$ cat src/rtl/spc_pkg.sv
package spc_pkg;
  localparam int PTE_W     = 64;
  localparam int PERM_W    = 4;
  localparam int B_VALID   = 0;
  localparam int B_ACCESS  = 1;
  localparam int B_DIRTY   = 2;
  localparam int B_HUGE    = 3;
  localparam int B_PERM    = 4;
  localparam int B_FRAME   = 16;
endpackage

$ cat src/rtl/spc_slot_decode.sv
module spc_slot_decode
  import spc_pkg::*;
#(
  parameter int FRAME_W = 28
) (
  input  logic [PTE_W-1:0]   pte,
  output logic               f_valid,
  output logic               f_access,
  output logic               f_dirty,
  output logic               f_huge,
  output logic [PERM_W-1:0]  f_perm,
  output logic [FRAME_W-1:0] f_frame
);
  always_comb begin
    f_valid  = pte[B_VALID];
    f_access = pte[B_ACCESS];
    f_dirty  = pte[B_DIRTY];
    f_huge   = pte[B_HUGE];
    f_perm   = pte[B_PERM +: PERM_W];
    f_frame  = pte[B_FRAME +: FRAME_W];
  end
endmodule

$ cat src/rtl/spc_slot_match.sv
module spc_slot_match
  import spc_pkg::*;
#(
  parameter int SLOT_ID = 0,
  parameter int SLOTS   = 8,
  parameter int GRP     = 4,
  parameter int FRAME_W = 28
) (
  input  logic                     s_valid,
  input  logic                     s_access,
  input  logic                     s_huge,
  input  logic [PERM_W-1:0]        s_perm,
  input  logic [FRAME_W-1:0]       s_frame,
  input  logic [$clog2(SLOTS)-1:0] req_slot,
  input  logic [PERM_W-1:0]        req_perm,
  input  logic [FRAME_W-1:0]       req_frame,
  output logic                     member
);
  localparam int IDX_W  = $clog2(SLOTS);
  localparam int GRP_LG = $clog2(GRP);

  logic [FRAME_W-1:0] want_frame;
  logic               same_grp;
  logic               attr_ok;

  always_comb begin
    want_frame = req_frame - FRAME_W'(req_slot) + FRAME_W'(SLOT_ID);
    same_grp   = (IDX_W'(SLOT_ID) >> GRP_LG) == (req_slot >> GRP_LG);
    attr_ok    = s_valid & s_huge & s_access & (s_perm == req_perm);
    member     = attr_ok & same_grp & (s_frame == want_frame);
  end
endmodule

$ cat src/rtl/spc_merge.sv
module spc_merge #(
  parameter int SLOTS = 8,
  parameter int GRP   = 4
) (
  input  logic [SLOTS-1:0]         member,
  input  logic [SLOTS-1:0]         dirty,
  input  logic [$clog2(SLOTS)-1:0] req_slot,
  output logic                     req_ok,
  output logic [GRP-1:0]           map,
  output logic                     all_dirty
);
  localparam int IDX_W = $clog2(SLOTS);

  logic [IDX_W-1:0] grp_base;

  always_comb begin
    grp_base  = req_slot & ~IDX_W'(GRP - 1);
    req_ok    = member[req_slot];
    map       = '0;
    all_dirty = req_ok;
    for (int k = 0; k < GRP; k++) begin
      map[k] = req_ok & member[grp_base | IDX_W'(k)];
    end
    for (int j = 0; j < SLOTS; j++) begin
      if (member[j] && !dirty[j]) all_dirty = 1'b0;
    end
  end
endmodule

$ cat src/rtl/superpage_coalescer.sv
module superpage_coalescer
  import spc_pkg::*;
#(
  parameter int SLOTS   = 8,
  parameter int GRP     = 4,
  parameter int FRAME_W = 28,
  parameter int VTAG_W  = 30
) (
  input  logic                           clk,
  input  logic                           rst_n,
  input  logic                           line_valid,
  input  logic [SLOTS*64-1:0]            line_data,
  input  logic [$clog2(SLOTS)-1:0]       req_slot,
  input  logic [VTAG_W-1:0]              line_vtag,
  output logic                           bnd_valid,
  output logic                           bnd_ok,
  output logic [GRP-1:0]                 bnd_map,
  output logic [VTAG_W+$clog2(SLOTS)-1:0] bnd_vfn,
  output logic [FRAME_W-1:0]             bnd_pfn,
  output logic [3:0]                     bnd_perm,
  output logic                           bnd_dirty
);
  localparam int IDX_W = $clog2(SLOTS);
  localparam int VFN_W = VTAG_W + IDX_W;

  logic [SLOTS-1:0]   d_valid, d_access, d_dirty, d_huge, d_member;
  logic [PERM_W-1:0]  d_perm  [SLOTS];
  logic [FRAME_W-1:0] d_frame [SLOTS];
  logic [PERM_W-1:0]  req_perm;
  logic [FRAME_W-1:0] req_frame;

  assign req_perm  = d_perm[req_slot];
  assign req_frame = d_frame[req_slot];

  for (genvar i = 0; i < SLOTS; i++) begin : g_slot
    spc_slot_decode #(.FRAME_W(FRAME_W)) u_dec (
      .pte      (line_data[i*PTE_W +: PTE_W]),
      .f_valid  (d_valid[i]),
      .f_access (d_access[i]),
      .f_dirty  (d_dirty[i]),
      .f_huge   (d_huge[i]),
      .f_perm   (d_perm[i]),
      .f_frame  (d_frame[i])
    );
    spc_slot_match #(.SLOT_ID(i), .SLOTS(SLOTS), .GRP(GRP), .FRAME_W(FRAME_W)) u_match (
      .s_valid   (d_valid[i]),
      .s_access  (d_access[i]),
      .s_huge    (d_huge[i]),
      .s_perm    (d_perm[i]),
      .s_frame   (d_frame[i]),
      .req_slot  (req_slot),
      .req_perm  (req_perm),
      .req_frame (req_frame),
      .member    (d_member[i])
    );
  end

  logic           c_ok, c_dirty;
  logic [GRP-1:0] c_map;

  spc_merge #(.SLOTS(SLOTS), .GRP(GRP)) u_merge (
    .member    (d_member),
    .dirty     (d_dirty),
    .req_slot  (req_slot),
    .req_ok    (c_ok),
    .map       (c_map),
    .all_dirty (c_dirty)
  );

  logic [IDX_W-1:0]   grp_off;
  logic [VFN_W-1:0]   c_vfn;
  logic [FRAME_W-1:0] c_pfn;

  always_comb begin
    grp_off = req_slot & IDX_W'(GRP - 1);
    c_vfn   = {line_vtag, req_slot & ~IDX_W'(GRP - 1)};
    c_pfn   = req_frame - FRAME_W'(grp_off);
  end

  // next-state
  logic               valid_d, ok_d, dirty_d;
  logic [GRP-1:0]     map_d;
  logic [VFN_W-1:0]   vfn_d;
  logic [FRAME_W-1:0] pfn_d;
  logic [3:0]         perm_d;

  always_comb begin
    valid_d = line_valid;
    ok_d    = bnd_ok;
    dirty_d = bnd_dirty;
    map_d   = bnd_map;
    vfn_d   = bnd_vfn;
    pfn_d   = bnd_pfn;
    perm_d  = bnd_perm;
    if (line_valid) begin
      ok_d    = c_ok;
      dirty_d = c_dirty;
      map_d   = c_map;
      vfn_d   = c_vfn;
      pfn_d   = c_pfn;
      perm_d  = req_perm;
    end
  end

  always_ff @(posedge clk or negedge rst_n) begin
    if (!rst_n) begin
      bnd_valid <= 1'b0;
      bnd_ok    <= 1'b0;
      bnd_dirty <= 1'b0;
      bnd_map   <= '0;
      bnd_vfn   <= '0;
      bnd_pfn   <= '0;
      bnd_perm  <= '0;
    end else begin
      bnd_valid <= valid_d;
      bnd_ok    <= ok_d;
      bnd_dirty <= dirty_d;
      bnd_map   <= map_d;
      bnd_vfn   <= vfn_d;
      bnd_pfn   <= pfn_d;
      bnd_perm  <= perm_d;
    end
  end
endmodule

$ cat config.mk
export PLATFORM = sky130hd
export DESIGN_NAME = superpage_coalescer
export DESIGN_NICKNAME = d
export VERILOG_FILES = /design/src/rtl/spc_pkg.sv /design/src/rtl/spc_slot_decode.sv /design/src/rtl/spc_slot_match.sv /design/src/rtl/spc_merge.sv /design/src/rtl/superpage_coalescer.sv
export SDC_FILE = /design/constraint.sdc
export NUM_CORES = 1
export LEC_CHECK = 0
export ABC_AREA = 1
export CAP_MARGIN = 20
export CORE_AREA = 2 2 243 245
export CTS_CLUSTER_DIAMETER = 30
export DETAILED_ROUTE_END_ITERATION = 10
export DIE_AREA = 0 0 245 247
export DONT_BUFFER_PORTS = 1
export MAX_ROUTING_LAYER = met4
export PLACE_DENSITY_LB_ADDON = 0.25
export SYNTH_ARGS = -nofsm -noshare
export SYNTH_HDL_FRONTEND = slang
export SYNTH_HIERARCHICAL = 1
export SYNTH_SLANG_ARGS = --single-unit
$ cat constraint.sdc
create_clock -name clk -period 0.8 [get_ports clk]
set_input_delay 0.08 -clock clk [delete_from_list [all_inputs] [get_ports clk]]
set_output_delay 0.08 -clock clk [all_outputs]
set_load 0.01 [all_outputs]
Word-level counts from Yosys, hierarchy flattened
Cells that the tools add are included.
{ "word_totals": {"register_bits": 70, "word_cells": 124} }
{ "classes": {"reduce_logical": 17, "n_bitwise": 45, "mux": 24, "add_sub_neg": 9, "n_eq_ne": 16, "magnitude_cmp": 6} }
{ "op_table": {"columns": ["cell", "n"], "rows": [
  ["$eq A28 B28 Y1", 8],
  ["$add A28 B3 Y28 const B", 4],
  ["$bmux W28 S3", 1],
  ["$add A28 B2 Y28 const B", 2],
  ["$mux W28", 2],
  ["$and A1 B1 Y1", 44],
  ["$eq A4 B4 Y1", 8],
  ["$add A28 B1 Y28 const B", 1],
  ["$sub A28 B2 Y28", 1],
  ["$sub A28 B3 Y28", 1],
  ["$lt A3 B4 Y1 const B", 5],
  ["$mux W1", 17],
  ["$bmux W4 S3", 1],
  ["$logic_and A1 B1 Y1", 8],
  ["$logic_not A1 Y1", 8],
  ["$mux W4", 2],
  ["$ge A4 B4 Y1 const B", 1],
  ["$not A3 Y4", 1],
  ["$bmux W1 S3", 1],
  ["$logic_not A3 Y1", 1]
]} }

Depth between registers and ports, before layout
{ "logic_depth": {"word_depth": 18, "ltp_mapped": 37, "depth_no_buf": 33} }

By module
The synthesis kept the hierarchy.
{ "by_module_without_submodules": {"columns": ["module", "area_each_um2", "n_inst", "cells_per_inst"], "rows": [
  ["superpage_coalescer", 6324.8, 1, 1170],
  ["spc_slot_match (g_slot[5].u_match)", 2529.9, 1, 496],
  ["spc_slot_match (g_slot[2].u_match)", 2517.4, 1, 496],
  ["spc_slot_match (g_slot[4].u_match)", 2491.1, 1, 503],
  ["spc_slot_match (g_slot[3].u_match)", 2464.9, 1, 486],
  ["spc_slot_match (g_slot[7].u_match)", 2462.4, 1, 473],
  ["spc_slot_match (g_slot[6].u_match)", 2389.8, 1, 465],
  ["spc_slot_match (g_slot[1].u_match)", 2347.3, 1, 454],
  ["spc_slot_decode", 270.3, 8, 36],
  ["spc_slot_match (g_slot[0].u_match)", 1472.7, 1, 288],
  ["spc_merge", 266.5, 1, 58]
]} }

Worst setup path before layout
Ideal clock, no wire load.
{ "synth_path": {"path_type": "input to register", "start": "in req_slot[1]", "end": "reg bnd_dirty", "path_buffers": 4, "cell_stages": 37, "arrival_time_ps": 4305, "setup_time_ps": 66, "setup_slack_ps": -3570, "cell_sequence": "buf_2 > inv_1 > buf_2 > buf_2 > buf_2 > o21ai_0 > o22ai_1 > nor2_1 > a31oi_1 > inv_1 > ha_1 > inv_1 > ha_1 > fa_1 > nand2_1 > nand2_2 > nand3_1 > nand2_2 > nand2_1 > nand2_2 > nand2_1 > nand2_1 > nand2_1 > nand2_1 > inv_1 > nand2_1 > nor2_1 > nand3_1 > nor2_1 > inv_1 > nand2_1 > nand3_1 > nand3_2 > nand2_4 > nor2_2 > nand2_1 > nand2_1"} }
{ "synth_between": {"elab_chain_len": 18, "elab_cells_between_ends": 73, "cone_classes": "8 x add/sub; 16 x eq/ne; 16 x mux; 25 x bitwise; 8 x reduce/logical"} }
{ "synth_lines": {"columns": ["element", "line_no", "rtl"], "rows": [
  ["from (decl)", "superpage_coalescer.sv:13", "input logic [$clog2(SLOTS)-1:0] req_slot,"],
  ["$not A3 Y4 (not written as such) (*)", "superpage_coalescer.sv:33", "assign req_frame = d_frame[req_slot];"],
  ["$bmux W28 S3 (*)", "superpage_coalescer.sv:33", null],
  ["$mux W28 (not written as such) (*) (2 in series)", "superpage_coalescer.sv:33", null],
  ["net req_frame[1]", "superpage_coalescer.sv:30", "logic [FRAME_W-1:0] req_frame;"],
  ["$sub A28 B3 Y28 (*)", "spc_slot_match.sv:27", "want_frame = req_frame - FRAME_W'(req_slot) + FRAME_W'(SLOT_ID);"],
  ["$add A28 B3 Y28 (*)", "spc_slot_match.sv:27", null],
  ["$eq A28 B28 Y1 (*)", "spc_slot_match.sv:30", "member = attr_ok & same_grp & (s_frame == want_frame);"],
  ["$and A1 B1 Y1 (*)", "spc_slot_match.sv:30", null],
  ["net d_member[5]", "superpage_coalescer.sv:26", "logic [SLOTS-1:0] d_valid, d_access, d_dirty, d_huge, d_member;"],
  ["$bmux W1 S3", "spc_merge.sv:18", "req_ok = member[req_slot];"],
  ["$mux W1 (not written as such)", "spc_merge.sv:18", null],
  ["$mux W1 (5 in series)", "spc_merge.sv:25", "if (member[j] && !dirty[j]) all_dirty = 1'b0;"],
  ["$mux W1 (*) (3 in series)", "spc_merge.sv:25", null],
  ["net c_dirty", "superpage_coalescer.sv:58", "logic c_ok, c_dirty;"],
  ["to (signal assigned)", "superpage_coalescer.sv:117", "bnd_dirty <= dirty_d;"],
  ["to (decl)", "superpage_coalescer.sv:21", "output logic bnd_dirty"]
]} }
Mark *: on every way through the listed nets, which the timed path passes. The rest lies on a longest branch. The select of a mux whose other input is x is not followed.
A chain may end at the register's enable or synchronous reset.

Worst setup path in the final report
{ "layout_path": {"start": "in req_slot[0]", "end": "reg bnd_map[1]"} }
{ "layout_between": {"elab_chain_len": 11, "elab_cells_between_ends": 60, "cone_classes": "8 x add/sub; 16 x eq/ne; 10 x mux; 26 x bitwise"} }
{ "layout_lines": {"columns": ["element", "line_no", "rtl"], "rows": [
  ["$not A3 Y4 (not written as such)", "superpage_coalescer.sv:33", null],
  ["$bmux W28 S3", "superpage_coalescer.sv:33", null],
  ["$mux W28 (not written as such) (2 in series)", "superpage_coalescer.sv:33", null],
  ["net req_frame[1]", "superpage_coalescer.sv:30", null],
  ["$sub A28 B3 Y28", "spc_slot_match.sv:27", null],
  ["$add A28 B3 Y28", "spc_slot_match.sv:27", null],
  ["$eq A28 B28 Y1", "spc_slot_match.sv:30", null],
  ["$and A1 B1 Y1", "spc_slot_match.sv:30", null],
  ["net d_member[7]", "superpage_coalescer.sv:26", null],
  ["$bmux W1 S3", "spc_merge.sv:18", null],
  ["$mux W1 (not written as such)", "spc_merge.sv:18", null],
  ["$and A1 B1 Y1", "spc_merge.sv:22", "map[k] = req_ok & member[grp_base | IDX_W'(k)];"],
  ["net c_map[1]", "superpage_coalescer.sv:59", "logic [GRP-1:0] c_map;"],
  ["to (signal assigned)", "superpage_coalescer.sv:118", "bnd_map <= map_d;"],
  ["to (decl)", "superpage_coalescer.sv:17", "output logic [GRP-1:0] bnd_map,"]
]} }
The timed path passes the listed nets, and every way through them passes these cells. The select of a mux whose other input is x is not followed.

==> run summary <==
Initial antenna violation count -> 1
# DRC -> 0
Worst reg2reg path startpoint -> bnd_pfn[26]$_DFFE_PN0P_
Most common cell after layout, fill and taps aside -> nand2_1
CTS H-tree lvls -> 3
Status -> finished, violations left
FMAX -> 0.258 GHz
Worst EP required -> 1.07 ns
Routed met2 length -> 54700 microns
Final Wtd Congestion -> 1.07
First-pass GRT wire length -> 181000 microns
Worst vdd ir -> 1.16 mV
Max Used Layer -> met4
Max-cap viol count -> 0
DR iter-0 viols -> 2955
Int Power -> 25.3 mW
Tot GR Track Use -> 40.9%
Fin Hold WS -> -0.567 ns
IO Port Bufs -> 0
Failing checks -> hold timing, setup timing
Post-synthesis cell type count -> 50
Sw power -> 27.1 mW
Tcrit/Tclk final -> 485%
WS Path Type -> input pin to flop
Cts-stage hold buffer count -> 31
Seq/Total Area, Yosys -> 6.39%
Startpoint types -> input pin
Final worst slack -> -3.08 ns
M1 WL -> 51900 microns
Wire length on met3 -> 13900 microns
Switching fraction of total power -> 51.7%
Largest net degree at the start of global routing -> 155
Die Span Y -> 247 microns
Ys Warns -> 6
Share of layout cells above drive strength 1 -> 21.2%
CP startpoint -> req_slot[0]
Core area -> 58200 sq um
Synthesized cell area -> 27400 sq um
Fin. Hold Viols -> 134
Post-layout minimum cycle time -> 3.88 ns
Hold Crit Class -> input pin to asynchronous set/reset pin
Total buffers and inverters traversed by the critical path -> 4
CTS clk-pin slew, worst paths -> 0.06 ns
Setup crit end kind -> flop
PD cells -> 1540 nW/um^2
Max FO, Critical Path -> 154
Mean number of vias per cell -> 5.15
Remaining antenna violation count -> 0
Die area -> 60500 sq um
Rows -> 89
Combinational fraction of design power -> 84.5%
Clock Power Share -> 7.4%
WL final -> 126000 microns
TritonCTS clock tree -> done
Sequential group share of total power -> 8.2%
GRT overflow -> 0
Drt pass-1 iters -> 7
DR vias -> 32900
Mapped Cells -> 5177
TNS Setup -> -66.35 ns
Initial cell density of the core -> 47.1%
Leakage power -> 20.0 nW
Final setup violation count -> 108
Clk sinks -> 70
Worst skew pair latency -> 0.34 ns
DIE WIDTH -> 245 microns
Final nets -> 6385
DP HPWL -> 107000 microns
WP data arrival -> 4.15 ns
Root buf cell -> clkbuf_16
Avg Cell Area, Syn -> 5.30 sq um
Clock buffer depth -> 2
# IOs -> 620
Delay-heaviest family, CP -> simple AND/OR/NAND/NOR gates
Vias in the first global route -> 30000
WL/cell -> 19.7 microns
Worst Skew -> 0 ns
CP most frequent cell -> nor2_1
CP max-delay cell -> fa_2
Post-synthesis register bit count -> 70
Total CTS buffers -> 9
Pins Over Slew Limit -> 0
Area grow syn2layout -> 24.1%
RSZ-0062 raised after global routing -> true
CP max stage delay -> 0.50 ns
Most frequent cells in the layout -> nand2_1, inv_1, buf_4, nor2_1, nand3_1
state kept, by name, indices dropped and copies added, names as in the netlist:
| register | flops |
|---|---|
| bnd_map | 4 |
| bnd_vfn | 31 |
| bnd_perm | 4 |
| bnd_valid | 1 |
| bnd_dirty | 1 |
| bnd_ok | 1 |
| bnd_pfn | 28 |
through the flow:
| step | instance area [sq um] | util (%) | worst slack [ns] | power, mW | cells |
|---|---|---|---|---|---|
| 3_5_place_dp | 31900 | 54.7 | -3.60 | 45.7 | 6305 |
| 2_1_floorplan | 27600 | - | -2.86 | 30.7 | 5178 |
| 4_1_cts | 33200 | 56.9 | -2.81 | 50.5 | 6367 |
| 5_1_grt | 34000 | 58.5 | -3.16 | 56.9 | 6399 |
| 6_report | 34000 | 58.5 | -3.08 | 52.4 | 6401 |
| 3_3_place_gp | 31900 | 54.7 | -3.58 | 45.5 | 6305 |
metal layers:
layer  track usage [%]  vias to the layer above
li1                  -                    16400
met1              51.8                    14900
met2              63.7                     1460
met3              10.0                      239
met4              13.6                        0
met5                 -                        -
cells by family after synthesis:
group                    Yosys count  share of synthesized area, %
AO/OA/AOI/OAI                    330                          6.77
buffers and inverters           1362                          22.9
flip-flops                        70                          6.39
other                              1                        0.0137
XOR/XNOR                         231                          7.43
adder cells (fa/ha/maj)          218                          10.2
AND/OR/NAND/NOR                 2965                          46.3
synth_stat cells (all sizes together):
| library cell | n | area share, % |
|---|---|---|
| nand2 | 1845 | 26 |
| inv | 1001 | 14 |
| nor2 | 526 | 7.9 |
| nand3 | 423 | 8.1 |
| buf | 334 | 8.8 |
| ha | 209 | 9.5 |
| a21oi | 166 | 3.2 |
| xor2 | 120 | 3.8 |
| xnor2 | 110 | 3.5 |
| o21ai | 92 | 1.7 |
| dfrtp | 70 | 6.4 |
| nand3b | 55 | 1.5 |
| nand4 | 49 | 1.1 |
| nor3 | 38 | 0.84 |
| o21bai | 23 | 0.63 |
| clkbuf | 21 | 0.29 |
| a21o | 14 | 0.38 |
| a31oi | 14 | 0.32 |
| and2 | 12 | 0.27 |
| or2 | 12 | 0.32 |
| o22ai | 10 | 0.23 |
| fa | 9 | 0.66 |
| clkinv | 6 | 0.082 |
| o211ai | 5 | 0.14 |
| a21boi | 4 | 0.11 |
| nor4 | 4 | 0.091 |
| a211oi | 1 | 0.027 |
| conb | 1 | 0.014 |
| nor3b | 1 | 0.027 |
| o311a | 1 | 0.036 |
| xnor3 | 1 | 0.082 |
power groups by stage:
stage | combinational, mW | clock, mW | sequential [mW]
final | 44.2 | 3.86 | 4.28
after global placement | 41.2 | 0 | 4.28
after floorplan | 26.3 | 0 | 4.35
after global routing | 48.6 | 4.01 | 4.31
after detailed placement | 41.4 | 0 | 4.28
after CTS | 42.4 | 3.83 | 4.27
area by class of cell:
type	count	area, sq um
fillers	6049	24200
multi-input cells	3746	20400
clock inverters	7	58.8
well taps	773	967
diodes	4	10.0
repair inverters	1	8.76
flip-flops and latches	70	1750
clock buffers	9	225
repair buffers	784	6840
inverters	1007	3830
worst paths after layout:
path / to / cells past startpoint / slack, ns
max: bnd_map[1]$_DFFE_PN0P_ / 28 / -3.08
min: bnd_map[2]$_DFFE_PN0P_ / 0 / -0.57
max reg2reg: bnd_pfn[26]$_DFFE_PN0P_ / 3 / -0.02
min reg2reg: bnd_vfn[6]$_DFFE_PN0P_ / 2 / 0.50
max in group asynchronous: bnd_pfn[24]$_DFFE_PN0P_ / 0 / 1.25
min in group clk: bnd_valid$_DFF_PN0_ / 0 / -0.21
what timing repair did:
item                                    CTS  global route
buffers inserted                         14            31
endpoints found under the setup margin  108           108
endpoints found under the hold margin   137           134
gates resized for setup                 154           176
cloned                                    1             1
pin swaps                                76            99
No activity file was read; power rests on OpenSTA's default activity.
